[config.mk]
export PLATFORM = sky130hd
export DESIGN_NAME = gpio_edge_irq
export DESIGN_NICKNAME = d
export VERILOG_FILES = /design/src/rtl/gpio_edge_pkg.sv /design/src/rtl/gpio_sync.sv /design/src/rtl/gpio_edge_det.sv /design/src/rtl/gpio_edge_regs.sv /design/src/rtl/gpio_edge_irq.sv
export SDC_FILE = /design/constraint.sdc
export NUM_CORES = 1
export LEC_CHECK = 0
export ABC_CLOCK_PERIOD_IN_PS = 3790
export CAP_MARGIN = 20
export CORE_MARGIN = 2
export CORE_UTILIZATION = 25
export DETAILED_ROUTE_END_ITERATION = 10
export GPL_TIMING_DRIVEN = 0
export SYNTH_ARGS = -nofsm -noshare
export SYNTH_HDL_FRONTEND = slang
export SYNTH_HIERARCHICAL = 1
export SYNTH_SLANG_ARGS = --single-unit
[constraint.sdc]
create_clock -name clk_i -period 3.79 [get_ports clk_i]
set_input_delay 0.758 -clock clk_i [delete_from_list [all_inputs] [get_ports clk_i]]
set_output_delay 0.758 -clock clk_i [all_outputs]
set_load 0.01 [all_outputs]
[src/rtl/gpio_edge_pkg.sv]
package gpio_edge_pkg;
  typedef enum logic [1:0] {
    SEL_RISE = 2'd0,
    SEL_FALL = 2'd1,
    SEL_STAT = 2'd2,
    SEL_WAKE = 2'd3
  } reg_sel_e;
endpackage

[src/rtl/gpio_sync.sv]
module gpio_sync #(
  parameter int unsigned WIDTH = 28
) (
  input  logic             clk_i,
  input  logic             rst_ni,
  input  logic [WIDTH-1:0] async_i,
  output logic [WIDTH-1:0] sync_o
);
  logic [WIDTH-1:0] meta_q, sync_q;

  always_ff @(posedge clk_i or negedge rst_ni) begin
    if (!rst_ni) begin
      meta_q <= '0;
      sync_q <= '0;
    end else begin
      meta_q <= async_i;
      sync_q <= meta_q;
    end
  end

  assign sync_o = sync_q;
endmodule

[src/rtl/gpio_edge_det.sv]
module gpio_edge_det #(
  parameter int unsigned WIDTH = 28
) (
  input  logic             clk_i,
  input  logic             rst_ni,
  input  logic [WIDTH-1:0] sync_i,
  input  logic [WIDTH-1:0] rise_en_i,
  input  logic [WIDTH-1:0] fall_en_i,
  output logic [WIDTH-1:0] hit_o
);
  logic [WIDTH-1:0] prev_q;

  always_ff @(posedge clk_i or negedge rst_ni) begin
    if (!rst_ni) prev_q <= '0;
    else         prev_q <= sync_i;
  end

  assign hit_o = (sync_i & ~prev_q & rise_en_i) | (~sync_i & prev_q & fall_en_i);

  // a pin with both enables clear never reports
  a_r4_needs_enable: assert property (@(posedge clk_i) disable iff (!rst_ni)
    (hit_o & ~(rise_en_i | fall_en_i)) == '0);
  // a hit at high level needs the rising enable
  a_r2_rise_gated: assert property (@(posedge clk_i) disable iff (!rst_ni)
    (hit_o & sync_i & ~rise_en_i) == '0);
  // a hit at low level needs the falling enable
  a_r3_fall_gated: assert property (@(posedge clk_i) disable iff (!rst_ni)
    (hit_o & ~sync_i & ~fall_en_i) == '0);
endmodule

[src/rtl/gpio_edge_regs.sv]
module gpio_edge_regs
  import gpio_edge_pkg::*;
#(
  parameter int unsigned NUM_PINS = 28,
  parameter int unsigned ADDR_W   = 4,
  parameter int unsigned DATA_W   = 32
) (
  input  logic                clk_i,
  input  logic                rst_ni,
  input  logic                bus_valid_i,
  input  logic                bus_write_i,
  input  logic [ADDR_W-1:0]   bus_addr_i,
  input  logic [DATA_W-1:0]   bus_wdata_i,
  output logic [DATA_W-1:0]   bus_rdata_o,
  input  logic [NUM_PINS-1:0] hit_i,
  output logic [NUM_PINS-1:0] rise_en_o,
  output logic [NUM_PINS-1:0] fall_en_o,
  output logic [NUM_PINS-1:0] wake_en_o,
  output logic [NUM_PINS-1:0] status_o
);
  logic [NUM_PINS-1:0] rise_q, fall_q, wake_q, stat_q;
  logic [DATA_W-1:0]   rdata_q, rdata_d;
  logic [NUM_PINS-1:0] wval, clr_mask;
  reg_sel_e            sel;
  logic                wr_en, rd_en;

  assign sel   = reg_sel_e'(bus_addr_i[3:2]);
  assign wr_en = bus_valid_i & bus_write_i;
  assign rd_en = bus_valid_i & ~bus_write_i;
  assign wval  = bus_wdata_i[NUM_PINS-1:0];
  assign clr_mask = (wr_en && sel == SEL_STAT) ? wval : '0;

  generate
    if (NUM_PINS < DATA_W) begin : g_unused_hi
      logic unused_hi;
      assign unused_hi = ^bus_wdata_i[DATA_W-1:NUM_PINS];
    end
    if (ADDR_W > 4) begin : g_unused_addr_hi
      logic unused_addr_hi;
      assign unused_addr_hi = ^bus_addr_i[ADDR_W-1:4];
    end
  endgenerate
  logic unused_addr_lo;
  assign unused_addr_lo = ^bus_addr_i[1:0];

  always_comb begin
    unique case (sel)
      SEL_RISE: rdata_d = DATA_W'(rise_q);
      SEL_FALL: rdata_d = DATA_W'(fall_q);
      SEL_STAT: rdata_d = DATA_W'(stat_q);
      default:  rdata_d = DATA_W'(wake_q);
    endcase
  end

  always_ff @(posedge clk_i or negedge rst_ni) begin
    if (!rst_ni) begin
      rise_q  <= '0;
      fall_q  <= '0;
      wake_q  <= '0;
      stat_q  <= '0;
      rdata_q <= '0;
    end else begin
      if (wr_en && sel == SEL_RISE) rise_q <= wval;
      if (wr_en && sel == SEL_FALL) fall_q <= wval;
      if (wr_en && sel == SEL_WAKE) wake_q <= wval;
      // new edge beats a same-cycle clear
      stat_q <= (stat_q & ~clr_mask) | hit_i;
      if (rd_en) rdata_q <= rdata_d;
    end
  end

  assign rise_en_o   = rise_q;
  assign fall_en_o   = fall_q;
  assign wake_en_o   = wake_q;
  assign status_o    = stat_q;
  assign bus_rdata_o = rdata_q;

  a_r5_sticky: assert property (@(posedge clk_i) disable iff (!rst_ni)
    (clr_mask == '0) |=> ((stat_q & $past(stat_q)) == $past(stat_q)));
  a_r7_edge_wins: assert property (@(posedge clk_i) disable iff (!rst_ni)
    (hit_i != '0) |=> ((stat_q & $past(hit_i)) == $past(hit_i)));
  a_r6_w1c_clears: assert property (@(posedge clk_i) disable iff (!rst_ni)
    (clr_mask != '0) |=> ((stat_q & $past(clr_mask & ~hit_i)) == '0));
  a_r11_rdata_hold: assert property (@(posedge clk_i) disable iff (!rst_ni)
    !rd_en |=> $stable(bus_rdata_o));
endmodule

[src/rtl/gpio_edge_irq.sv]
module gpio_edge_irq #(
  parameter int unsigned NUM_PINS   = 28,
  parameter int unsigned NUM_DIRECT = 11,
  parameter int unsigned ADDR_W     = 4,
  parameter int unsigned DATA_W     = 32
) (
  input  logic                  clk_i,
  input  logic                  rst_ni,
  input  logic [NUM_PINS-1:0]   pins_i,
  input  logic                  bus_valid_i,
  input  logic                  bus_write_i,
  input  logic [ADDR_W-1:0]     bus_addr_i,
  input  logic [DATA_W-1:0]     bus_wdata_i,
  output logic [DATA_W-1:0]     bus_rdata_o,
  output logic [NUM_DIRECT-1:0] irq_direct_o,
  output logic                  irq_shared_o,
  output logic                  wake_o
);
  localparam int unsigned NUM_SHARED = NUM_PINS - NUM_DIRECT;

  logic [NUM_PINS-1:0] sync, hit, rise_en, fall_en, wake_en, status;

  gpio_sync #(.WIDTH(NUM_PINS)) u_sync (
    .clk_i, .rst_ni, .async_i(pins_i), .sync_o(sync)
  );

  gpio_edge_det #(.WIDTH(NUM_PINS)) u_det (
    .clk_i, .rst_ni, .sync_i(sync), .rise_en_i(rise_en),
    .fall_en_i(fall_en), .hit_o(hit)
  );

  gpio_edge_regs #(.NUM_PINS(NUM_PINS), .ADDR_W(ADDR_W), .DATA_W(DATA_W)) u_regs (
    .clk_i, .rst_ni, .bus_valid_i, .bus_write_i, .bus_addr_i, .bus_wdata_i,
    .bus_rdata_o, .hit_i(hit), .rise_en_o(rise_en), .fall_en_o(fall_en),
    .wake_en_o(wake_en), .status_o(status)
  );

  assign irq_direct_o = status[NUM_DIRECT-1:0];
  assign irq_shared_o = |status[NUM_PINS-1 -: NUM_SHARED];
  assign wake_o       = |(status & wake_en);
endmodule

# Word level (Yosys, flattened, before mapping)
# Cells that the tools add are included.
[word_totals]
regBits = 228
in_bits = 68
out_inout_bits = 45
[classes]
n_eq_ne = 3
mux = 2
n_bitwise = 14
n_reduce_logical = 7
[op_table]
columns = ["op", "count"]
rows = [
  ["AND 28 bit", 6],
  ["NOT 28 bit", 3],
  ["one-hot mux 28 bit (3 select lines)", 1],
  ["bitwise OR 28 bit", 2],
  ["2-to-1 mux 28 bit", 1],
  ["OR reduction 28 bit", 1],
  ["OR reduction 17 bit", 1],
  ["== test 2 bit, second input constant", 2],
  ["logical AND 1 bit", 4],
  ["AND 1 bit", 2],
  ["== test 2 x 1 -> 1 bit, second input constant", 1],
  ["logical NOT 2 bit", 1],
  ["NOT 1 bit", 1],
]

# Longest topological paths before layout
# Gate-level depths: netlist (run 1).
[depth]
depth_word = 6
depth_mapped = 5
depth_no_buf = 4

# Hierarchy
# The synthesis (run 1) kept the hierarchy.
[by_module_without_submodules]
columns = ["module", "instances", "cells_per_inst", "area_each_um2", "seq_area_each_um2"]
rows = [
  ["gpio_edge_regs", 1, 394, 6281.0, 3503.4],
  ["gpio_sync", 1, 56, 1401.3, 1401.3],
  ["gpio_edge_det", 1, 112, 1261.2, 700.7],
  ["gpio_edge_irq", 1, 25, 171.4, 0.0],
]

# Least setup slack after synthesis (run 1)
# No wires, ideal clock.
[synth_timing]
path_kind = "reg-to-output"
from = "register u_regs.stat_q[10] (netlist: u_regs/status_o[10])"
to = "output port wake_o"
t_arrival_ns = 1.258
path_slack_ns = 1.774
path_stages_with_launch = 4
path_buffers = 0
cell_sequence = "dfrtp_1 a22oi_1 nand4_1 or4_1"
[synth_via]
elab_chain_cells = 2
[synth_lines]
columns = ["element", "line_no", "rtl"]
rows = [
  ["start: declaration", "gpio_edge_regs.sv:21", "logic [NUM_PINS-1:0] rise_q, fall_q, wake_q, stat_q;"],
  ["start signal: assignment", "gpio_edge_regs.sv:67", "stat_q <= (stat_q & ~clr_mask) | hit_i;"],
  ["AND 28 bit", "gpio_edge_irq.sv:40", "assign wake_o = |(status & wake_en);"],
  ["OR reduction 28 bit", "gpio_edge_irq.sv:40", ""],
  ["end: declaration", "gpio_edge_irq.sv:17", "output logic wake_o"],
]
# Every way passes these cells.

# Final worst setup path (run 1)
[layout_timing]
from = "register u_regs.stat_q[11] (netlist: u_regs/status_o[11])"
to = "output port irq_shared_o"
[layout_via]
elab_chain_cells = 1
[layout_lines]
columns = ["element", "line_no", "rtl"]
rows = [
  ["OR reduction 17 bit", "gpio_edge_irq.sv:39", "assign irq_shared_o = |status[NUM_PINS-1 -: NUM_SHARED];"],
  ["end: declaration", "gpio_edge_irq.sv:16", "output logic irq_shared_o,"],
]
# Every way passes these cells.

==> impl_metrics.yaml, run 1 <==
outcome:
  status: "finished, final reports clean"
setup_path:
  crit_chain: "nor4_1 > nand4_1 > or4_1 > clkdlybuf4s50_1"
  worst-endpoint-required_ps: 3030
  reg2reg_depth: 2
  endpoint_type_of_the_worst_setup_path: "output pin"
  timing.setup.critical_path_class: "register to output pin"
  cp_max_fo: 4
  worstSetupPathDepth: 4
  slowest_delay_ps: 530
  cpMaxStageDelayCell: "nor4_1"
  cpLargestDelayFamily: "simple AND/OR/NAND/NOR gates"
  path_buf_inv: 1
  critical_path.startpoint_type: "register"
  worst-endpoint-arrival_ps: 2740
timing:
  fin_crit_ps: 3494
  final-hold-violation-count: 0
  report.final.slew_viol_count: 0
  slew-limit-headroom_pct: 64.52
  worst_slew_pin_slew_ps: 527.4
  grt_setup_unrepaired: "false"
  finalSetupViolCount: 0
  period_share_pct: 92.20
  fin_ws_ps: 295.7
  fin_worst_skew_ps: 28.92
  fmax_mhz: 286.2
  timing.setup.tns_ps: 0
cells_and_area:
  finish.instance_area_mm2: 0.01177
  post_route_cells_drive_above_1_share_pct: 30.91
  final_core_util_pct: 32.93
  fill_cells: 3542
  design.final.nets: 791
  area.growth.synth_to_final_pct: 29.14
synth:
  combinational_family_with_the_most_area_after_synthesis: "multiplexers"
  ys_seq_area_share_pct: 61.50
  yosys.area_share.adder_pct: 0
  synth-edff-count: 0
  netlist_top_cells_count: "224 x dfrtp_1, 72 x mux2_2, 40 x mux2_4, 29 x nand2_1, 29 x nor2_1"
  async_flop_share_pct: 100.0
  post_synthesis_xor_xnor_area_fraction_pct: 0
  post_synth_num_cell_types: 25
  number_of_warnings_reported_in_the_yosys_synthesis_log: 6
  post_synthesis_simple_gate_area_fraction_pct: 6.054
  synth_compound_gate_area_share_pct: 5.765
  mappedNetlistArea_mm2: 0.009115
  synth_mux_area_share_pct: 23.06
  synth_top_area_share_pct: 61.50
  synthMostInstantiatedCell: "dfrtp_1"
  synth_cells: 587
  synth_area_leaders: "dfrtp_1 61%, mux2_2 8.9%, mux2_4 6.6%, mux4_1 4.6%, mux4_2 3.0%"
  synth.largest_area_cell: "dfrtp_1"
  synth_seq_cells: 224
  ys_dominant_reg_cell: "dfrtp_1"
  synthesis.area_per_instance_um2: 15.53
floorplan:
  fp.coreArea_mm2: 0.03574
  ports: 113
  rows: 69
  die_w_um: 194.9
  initial_utilization_pct: 25.50
  die_h_um: 194.9
  floorplan.die_area_mm2: 0.03800
cts:
  cts_max_level: 1
  postCtsResizedCells: 0
  hold_buffers: 0
  cts_sinks: 224
  clock_latency_of_the_later_clocked_register_in_the_worst_skew_pair_ps: 540
  root_buffer: "clkbuf_16"
  cts.clk_slew.worst_paths_ps: 60
  cts_max_path_buffers: 3
  tritoncts: "built"
  postCtsSetupBuffers: 0
  cts-buffers-inserted: 27
grt:
  grt_max_degree: 103
  grt_pass1_wl_um: 33930
  grt_antenna_before_repair: 2
  grt_overflow: 0
  global_route.usage.total_pct: 11.55
  first_global_vias: 5725
drt:
  antenna_violating_nets_post_route: 0
  firstDrtPassIters: 5
  routedLengthMet1_um: 10120
  initial_drc_count: 274
  vias: 5295
  vias_per_cell: 4.391
  wl_final_um: 21570
  wl_per_cell_um: 17.88
  remaining_drc_errors: 0
  wl_met3_um: 1087
  wl_met2_um: 9840
  top_layer_used: "met5"
placement:
  placement.cell_area_mm2: 0.01078
  gp_congestion: 0.7181
  place.detailed.hpwl_um: 14690
  count_of_port_buffers_added_during_placement: 102
  pre_cts_slack_ps: 831.2
power:
  worst_ir_drop_vdd_uv: 306.3
  power.density_mw_per_mm2: 603.0
  design_power_total_mw: 7.098
  total_leakage_power_nw: 4.965
flow_run:
  max_capacitance_violation_total: 0
worst_hold_path:
  hold_path_class: "primary input to async pin"
## placed cells by master (no fill, tap or decap), drive strengths merged
cell and count:
nand4 5, mux4 28, buf 27, mux2 112
and4b 1, a22oi 14, dfrtp 224, a31oi 28
clkinv 6, bufinv 5, nor4 3, diode 1
nand3b 28, nor2b 1, inv 30, and4bb 1
o21ai 28, nor2 29, clkinvlp 1, clkdlybuf4s50 101
nand4b 1, nand2 29, conb 4, or4 2
clkbuf 36
## sequential cells by signal (all words and copies together) (netlist names)
name and count:
u_regs/wake_en_o 28, u_det/prev_q 28, u_regs/rise_en_o 28, u_sync/sync_o 28
u_regs/fall_en_o 28, u_regs/status_o 28, u_sync/meta_q 28, u_regs/bus_rdata_o 28
## layout make-up
cell class | instances | area (um^2) | share of cell area, %
Antenna cell | 1 | 2.502 | 0.02126
Buffer | 24 | 221.5 | 1.881
Clock buffer | 36 | 779.5 | 6.622
Clock inverter | 14 | 205.2 | 1.743
Inverter | 28 | 105.1 | 0.8929
Multi-Input combinational cell | 314 | 3194 | 27.14
Sequential cell | 224 | 5605 | 47.62
Tap cell | 461 | 576.8 | 4.900
Timing Repair Buffer | 104 | 1081 | 9.184
## report_power, final
part           total (mW)  internal (mW)  switching [mW]
Clock                2.79           1.78            1.00
Combinational        1.21          0.759           0.453
Sequential           3.10           2.79           0.310
## kinds of logic after synthesis
group / Yosys count
AOI/OAI and AO/OA: 70
buffers and inverters: 52
DFF: 224
muxes: 140
other: 1
and+or+nand+nor: 100
## worst paths after layout
check | end | startpoint | slack, ps
worst min register to register | u_sync/sync_o[20]$_DFF_PN0_ | u_sync/meta_q[20]$_DFF_PN0_ | 320
max in group asynchronous | u_det/prev_q[14]$_DFF_PN0_ | rst_ni | 2530
worst min-delay path | u_sync/meta_q[14]$_DFF_PN0_ | rst_ni | 70
min in group clk_i | u_sync/sync_o[20]$_DFF_PN0_ | u_sync/meta_q[20]$_DFF_PN0_ | 320
worst max-delay path | irq_shared_o | u_regs/status_o[11]$_DFF_PN0_ | 300
worst max register to register | u_regs/bus_rdata_o[4]$_DFFE_PN0P_ | u_regs/status_o[4]$_DFF_PN0_ | 2380
## through the flow
step / instances / hold WS [ps]
2_1_floorplan: 590 / 331.2
3_3_place_gp: 1153 / 332.4
3_5_place_dp: 1155 / 334.7
4_1_cts: 1205 / 49.61
5_1_grt: 1205 / 49.29
6_report: 1206 / 71.57
## metal layers
| metal | GRT usage, % | vias to the layer above |
|---|---|---|
| li1 | - | 2421 |
| met1 | 16.10 | 2712 |
| met2 | 18.07 | 124 |
| met3 | 2.759 | 36 |
| met4 | 2.912 | 2 |
| met5 | 0 | - |
(Power assumes the default switching activity.)
==> run 2, diff against run 1 <==
--- a/config.mk
+++ b/config.mk
@@ -6,11 +6,11 @@
 export NUM_CORES = 1
 export LEC_CHECK = 0
 export ABC_CLOCK_PERIOD_IN_PS = 3790
-export CAP_MARGIN = 20
 export CORE_MARGIN = 2
 export CORE_UTILIZATION = 25
 export DETAILED_ROUTE_END_ITERATION = 10
 export GPL_TIMING_DRIVEN = 0
+export MAX_ROUTING_LAYER = met4
 export SYNTH_ARGS = -nofsm -noshare
 export SYNTH_HDL_FRONTEND = slang
 export SYNTH_HIERARCHICAL = 1
==> impl_metrics.yaml, run 2 (synthesized netlist as in run 1, its figures left out) <==
outcome:
  status: "finished, final reports clean"
placement:
  pre_cts_slack_ps: 831.2
  placement.cell_area_mm2: 0.01078
  gp_congestion: 0.7264
  dpl.cell_count: 1155
  place.detailed.hpwl_um: 14690
  count_of_port_buffers_added_during_placement: 102
drt:
  wl_final_um: 21610
  vias_per_cell: 4.396
  wl_per_cell_um: 17.90
  antenna_violating_nets_post_route: 0
  initial_drc_count: 266
  firstDrtPassIters: 4
  remaining_drc_errors: 0
  vias: 5306
power:
  total_leakage_power_nw: 4.965
  cell_internal_pwr_mw: 5.330
  power.combinational.fraction_pct: 17.1
  power.density_mw_per_mm2: 602.8
  p_sw_share_pct: 24.89
  seq_power_share_pct: 43.7
  p_clk_share_pct: 39.3
  design_power_total_mw: 7.097
  power_switching_mw: 1.767
  worst_ir_drop_vdd_uv: 306.1
cells_and_area:
  design.final.nets: 791
  finish.instance_area_mm2: 0.01177
  instances_no_fill: 1207
  area.growth.synth_to_final_pct: 29.17
  layout.cells.most_common: "dfrtp_1"
  post_route_cells_drive_above_1_share_pct: 30.91
  layout.cells.most_common_list: "224 x dfrtp_1, 101 x clkdlybuf4s50_1, 72 x mux2_2"
timing:
  period_share_pct: 91.99
  fmax_mhz: 286.8
  grt_setup_unrepaired: "false"
  slew-limit-headroom_pct: 64.31
  report.final.slew_viol_count: 0
  finalSetupViolCount: 0
  worst_slew_pin_slew_ps: 530.5
  fin_ws_ps: 303.5
  fin_worst_skew_ps: 28.69
  fin_crit_ps: 3487
  final-hold-violation-count: 0
setup_path:
  cp_max_fo: 4
  worst-endpoint-required_ps: 3030
  worst-endpoint-arrival_ps: 2730
  critical_path.startpoint_type: "register"
  timing.setup.critical_path_class: "register to output pin"
  endpoint_type_of_the_worst_setup_path: "output pin"
floorplan:
  initial_utilization_pct: 25.50
  rows: 69
  die_w_um: 194.9
  floorplan.die_area_mm2: 0.03800
  die_h_um: 194.9
  ports: 113
  fp.coreArea_mm2: 0.03574
grt:
  grt_max_degree: 103
  grt_antenna_before_repair: 2
  global_route.usage.total_pct: 11.89
  grt_overflow: 0
  first_global_vias: 5715
  grt_pass1_wl_um: 33950
cts:
  cts_sinks: 224
  cts_max_level: 1
  hold_buffers: 0
  root_buffer: "clkbuf_16"
  postCtsSetupBuffers: 0
  cts.clk_slew.worst_paths_ps: 60
  clock_latency_of_the_later_clocked_register_in_the_worst_skew_pair_ps: 540
  cts_max_path_buffers: 3
  cts-buffers-inserted: 27
  tritoncts: "built"
  postCtsResizedCells: 0
worst_hold_path:
  hold_path_class: "primary input to async pin"
flow_run:
  max_capacitance_violation_total: 0
run 2: cell types whose count changed in the layout (fill, tap and decap cells not counted):
cell	before	now
diode_2	1	2
run 2: per-stage QoR:
step / hold WS (ps) / util [%] / TNS [ps]
global placement: 332.4 / 30.00 / -1752510
CTS: 49.61 / 32.93 / 0
detailed placement: 334.7 / 30.17 / 0
floorplan: 331.2 / - / 0
finish: 71.26 / 32.94 / 0
global route: 50.63 / 32.94 / 0
run 2: path summary, 6_finish.rpt:
| check | from | endpoint | slack (ps) | depth (start not counted) |
|---|---|---|---|---|
| worst max register to register | u_regs/status_o[4]$_DFF_PN0_ | u_regs/bus_rdata_o[4]$_DFFE_PN0P_ | 2380 | 2 |
| min in group clk_i | u_sync/meta_q[20]$_DFF_PN0_ | u_sync/sync_o[20]$_DFF_PN0_ | 320 | 0 |
| worst min register to register | u_sync/meta_q[20]$_DFF_PN0_ | u_sync/sync_o[20]$_DFF_PN0_ | 320 | 0 |
| max in group asynchronous | rst_ni | u_sync/meta_q[22]$_DFF_PN0_ | 2520 | 3 |
| worst max-delay path | u_regs/status_o[11]$_DFF_PN0_ | irq_shared_o | 300 | 4 |
| worst min-delay path | rst_ni | u_sync/sync_o[14]$_DFF_PN0_ | 70 | 1 |
run 2: power groups by stage:
stage	clock network, mW	registers (mW)	logic (mW)
floorplan	0	3.09	0.654
CTS	2.88	3.11	1.23
global placement	0	3.14	1.20
finish	2.79	3.10	1.21
global route	2.98	3.16	1.32
detailed placement	0	3.15	1.23
run 2: critical path, cell delays in order, from the launching register on:
cell and delay (ps):
dfrtp_1 430, nor4_1 530, nand4_1 180, or4_1 520, clkdlybuf4s50_1 520
run 2: final cells by class:
type                            instances  area (um^2)
Fill cell                            3540        23970
Sequential cell                       224         5605
Multi-Input combinational cell        314         3194
Timing Repair Buffer                  104         1081
Clock buffer                           36        779.5
Tap cell                              461        576.8
Buffer                                 24        221.5
Clock inverter                         14        205.2
Inverter                               28        105.1
Antenna cell                            2        5.005
run 2: per-layer routing:
metal  global-route usage [%]  up-vias  wire [um]
met5                        -        -          0
met4                    2.912        0        476
met3                    2.724       33       1129
met2                    18.16      124       9901
met1                    16.03     2725      10100
li1                         -     2424          -
==> run 3, diff against run 2 <==
--- a/config.mk
+++ b/config.mk
@@ -7,10 +7,11 @@
 export LEC_CHECK = 0
 export ABC_CLOCK_PERIOD_IN_PS = 3790
 export CORE_MARGIN = 2
-export CORE_UTILIZATION = 25
+export CORE_UTILIZATION = 55
 export DETAILED_ROUTE_END_ITERATION = 10
 export GPL_TIMING_DRIVEN = 0
 export MAX_ROUTING_LAYER = met4
+export PLACE_DENSITY = 0.79
 export SYNTH_ARGS = -nofsm -noshare
 export SYNTH_HDL_FRONTEND = slang
 export SYNTH_HIERARCHICAL = 1
==> impl_metrics.yaml, run 3 (synthesized netlist as in run 1, its figures left out) <==
power:
  power.combinational.fraction_pct: 18.4
  design_power_total_mw: 6.555
  cell_internal_pwr_mw: 4.909
  worst_ir_drop_vdd_uv: 437.8
  seq_power_share_pct: 47.5
  p_clk_share_pct: 34.2
  total_leakage_power_nw: 4.838
  power_switching_mw: 1.646
  power.density_mw_per_mm2: 584.5
  p_sw_share_pct: 25.11
cts:
  cts_max_path_buffers: 3
  root_buffer: "clkbuf_16"
  cts_max_level: 1
  cts_sinks: 224
  hold_buffers: 0
  clock_latency_of_the_later_clocked_register_in_the_worst_skew_pair_ps: 500
  cts.clk_slew.worst_paths_ps: 60
  tritoncts: "built"
  postCtsResizedCells: 0
  cts-buffers-inserted: 24
  postCtsSetupBuffers: 0
setup_path:
  worst-endpoint-arrival_ps: 2520
  reg2reg_depth: 2
  cp-endpoint: "irq_shared_o"
  slowest_delay_ps: 510
  critical_path.startpoint_type: "register"
  cp_max_fo: 4
  crit_chain: "nor4_1 > nand4_1 > or4_1 > clkdlybuf4s50_1"
  cpMaxStageDelayCell: "clkdlybuf4s50_1"
  regToRegEndpoint: "u_regs/bus_rdata_o[2]$_DFFE_PN0P_"
  worst-endpoint-required_ps: 3030
  setup.reg_to_reg.worst_slack_ps: 2390
  timing.setup.critical_path_class: "register to output pin"
  endpoint_type_of_the_worst_setup_path: "output pin"
  critical_path.reg2reg.startpoint: "u_regs/status_o[2]$_DFF_PN0_"
  setup.worst_path.start: "u_regs/status_o[18]$_DFF_PN0_"
floorplan:
  floorplan.die_area_mm2: 0.01762
  die_w_um: 132.7
  die_h_um: 132.7
  rows: 47
  fp.coreArea_mm2: 0.01641
  ports: 113
  initial_utilization_pct: 55.56
timing:
  fin_worst_skew_ps: 4.836
  worst_slew_pin_slew_ps: 811.3
  fmax_mhz: 304.7
  fin_crit_ps: 3282
  fin_ws_ps: 507.6
  period_share_pct: 86.61
  final-hold-violation-count: 0
  timing.setup.tns_ps: 0
  finalSetupViolCount: 0
  report.final.slew_viol_count: 0
  slew-limit-headroom_pct: 45.92
  grt_setup_unrepaired: "false"
placement:
  pre_cts_slack_ps: 954.9
  place.detailed.hpwl_um: 12760
  count_of_port_buffers_added_during_placement: 102
  dpl.cell_count: 913
  gp_congestion: 0.8028
cells_and_area:
  area_of_the_multi_input_gates_mm2: 0.003194
  final_core_util_pct: 68.36
  instances_no_fill: 953
  layout.cells.most_common: "dfrtp_1"
  post_route_cells_drive_above_1_share_pct: 29.20
  antenna_cells_inserted: 0
  layout.cells.most_common_list: "224 x dfrtp_1, 101 x clkdlybuf4s50_1, 72 x mux2_2"
  design.final.nets: 787
  fill_cells: 1062
  final-seq-area_mm2: 0.005605
  area.growth.synth_to_final_pct: 23.05
drt:
  firstDrtPassIters: 4
  wl_final_um: 19080
  vias_per_cell: 5.690
  wl_per_cell_um: 20.02
  initial_drc_count: 396
  vias: 5423
  antenna_violating_nets_post_route: 0
  remaining_drc_errors: 0
grt:
  first_global_vias: 5917
  global_route.usage.total_pct: 23.16
  grt_max_degree: 116
  grt_pass1_wl_um: 31050
  grt_overflow: 0
  grt_antenna_before_repair: 0
outcome:
  status: "finished, final reports clean"
worst_hold_path:
  hold_path_class: "primary input to async pin"
flow_run:
  max_capacitance_violation_total: 0
==> run 3: changes by cell type in the layout (fill, tap and decap cells not counted), sizes merged <==
| cell | change |
|---|---|
| diode | -2 |
| clkbuf | +1 |
| clkinv | -4 |
| buf | -1 |
| inv | -2 |
| bufinv | -4 |
| clkinvlp | -1 |
==> run 3: worst max-delay path, delay by kind of cell, from the launching register on <==
| kind | cells | cell delay (ps) |
|---|---|---|
| DFF | 1 | 430 |
| buffers and inverters | 1 | 510 |
| and+or+nand+nor | 3 | 1090 |
==> run 3: layer usage <==
| metal | vias to the layer above | routed length (um) | global-route usage [%] |
|---|---|---|---|
| met5 | - | 0 | - |
| met4 | 0 | 272 | 5.735 |
| met3 | 20 | 1138 | 4.636 |
| met2 | 169 | 9578 | 37.13 |
| met1 | 2834 | 8088 | 30.84 |
| li1 | 2400 | - | - |
==> run 3: worst min path at each step <==
stage / startpoint / end / slack [ps]
CTS: rst_ni / u_sync/meta_q[8]$_DFF_PN0_ / 350
detailed placement: u_sync/meta_q[19]$_DFF_PN0_ / u_sync/sync_o[19]$_DFF_PN0_ / 340
global placement: u_sync/meta_q[21]$_DFF_PN0_ / u_sync/sync_o[21]$_DFF_PN0_ / 330
finish: rst_ni / u_det/prev_q[22]$_DFF_PN0_ / 290
global route: rst_ni / u_det/prev_q[22]$_DFF_PN0_ / 330
floorplan: u_sync/meta_q[0]$_DFF_PN0_ / u_sync/sync_o[0]$_DFF_PN0_ / 330
==> run 3: power groups by stage <==
stage               registers (mW)  logic (mW)  clock network (mW)
global route                  3.16        1.30                2.40
global placement              3.11        1.16                   0
finish                        3.11        1.20                2.24
CTS                           3.11        1.22                2.29
floorplan                     3.09       0.654                   0
detailed placement            3.15        1.20                   0
==> run 3: layout make-up <==
| class | count | share of cell area [%] |
|---|---|---|
| flip-flops and latches | 224 | 49.98 |
| well taps | 220 | 2.454 |
| clock inverters | 3 | 0.3570 |
| repair buffers | 103 | 9.393 |
| clock buffers | 37 | 6.426 |
| multi-input cells | 314 | 28.48 |
| inverters | 28 | 0.9371 |
| plain buffers | 24 | 1.975 |
==> run 3: per-stage QoR <==
step	hold slack [ps]	cell area (um^2)
floorplan	331.2	9126
detailed placement	335.5	10460
CTS	348.1	11220
global placement	331.4	10420
finish	286.0	11220
global route	333.7	11220
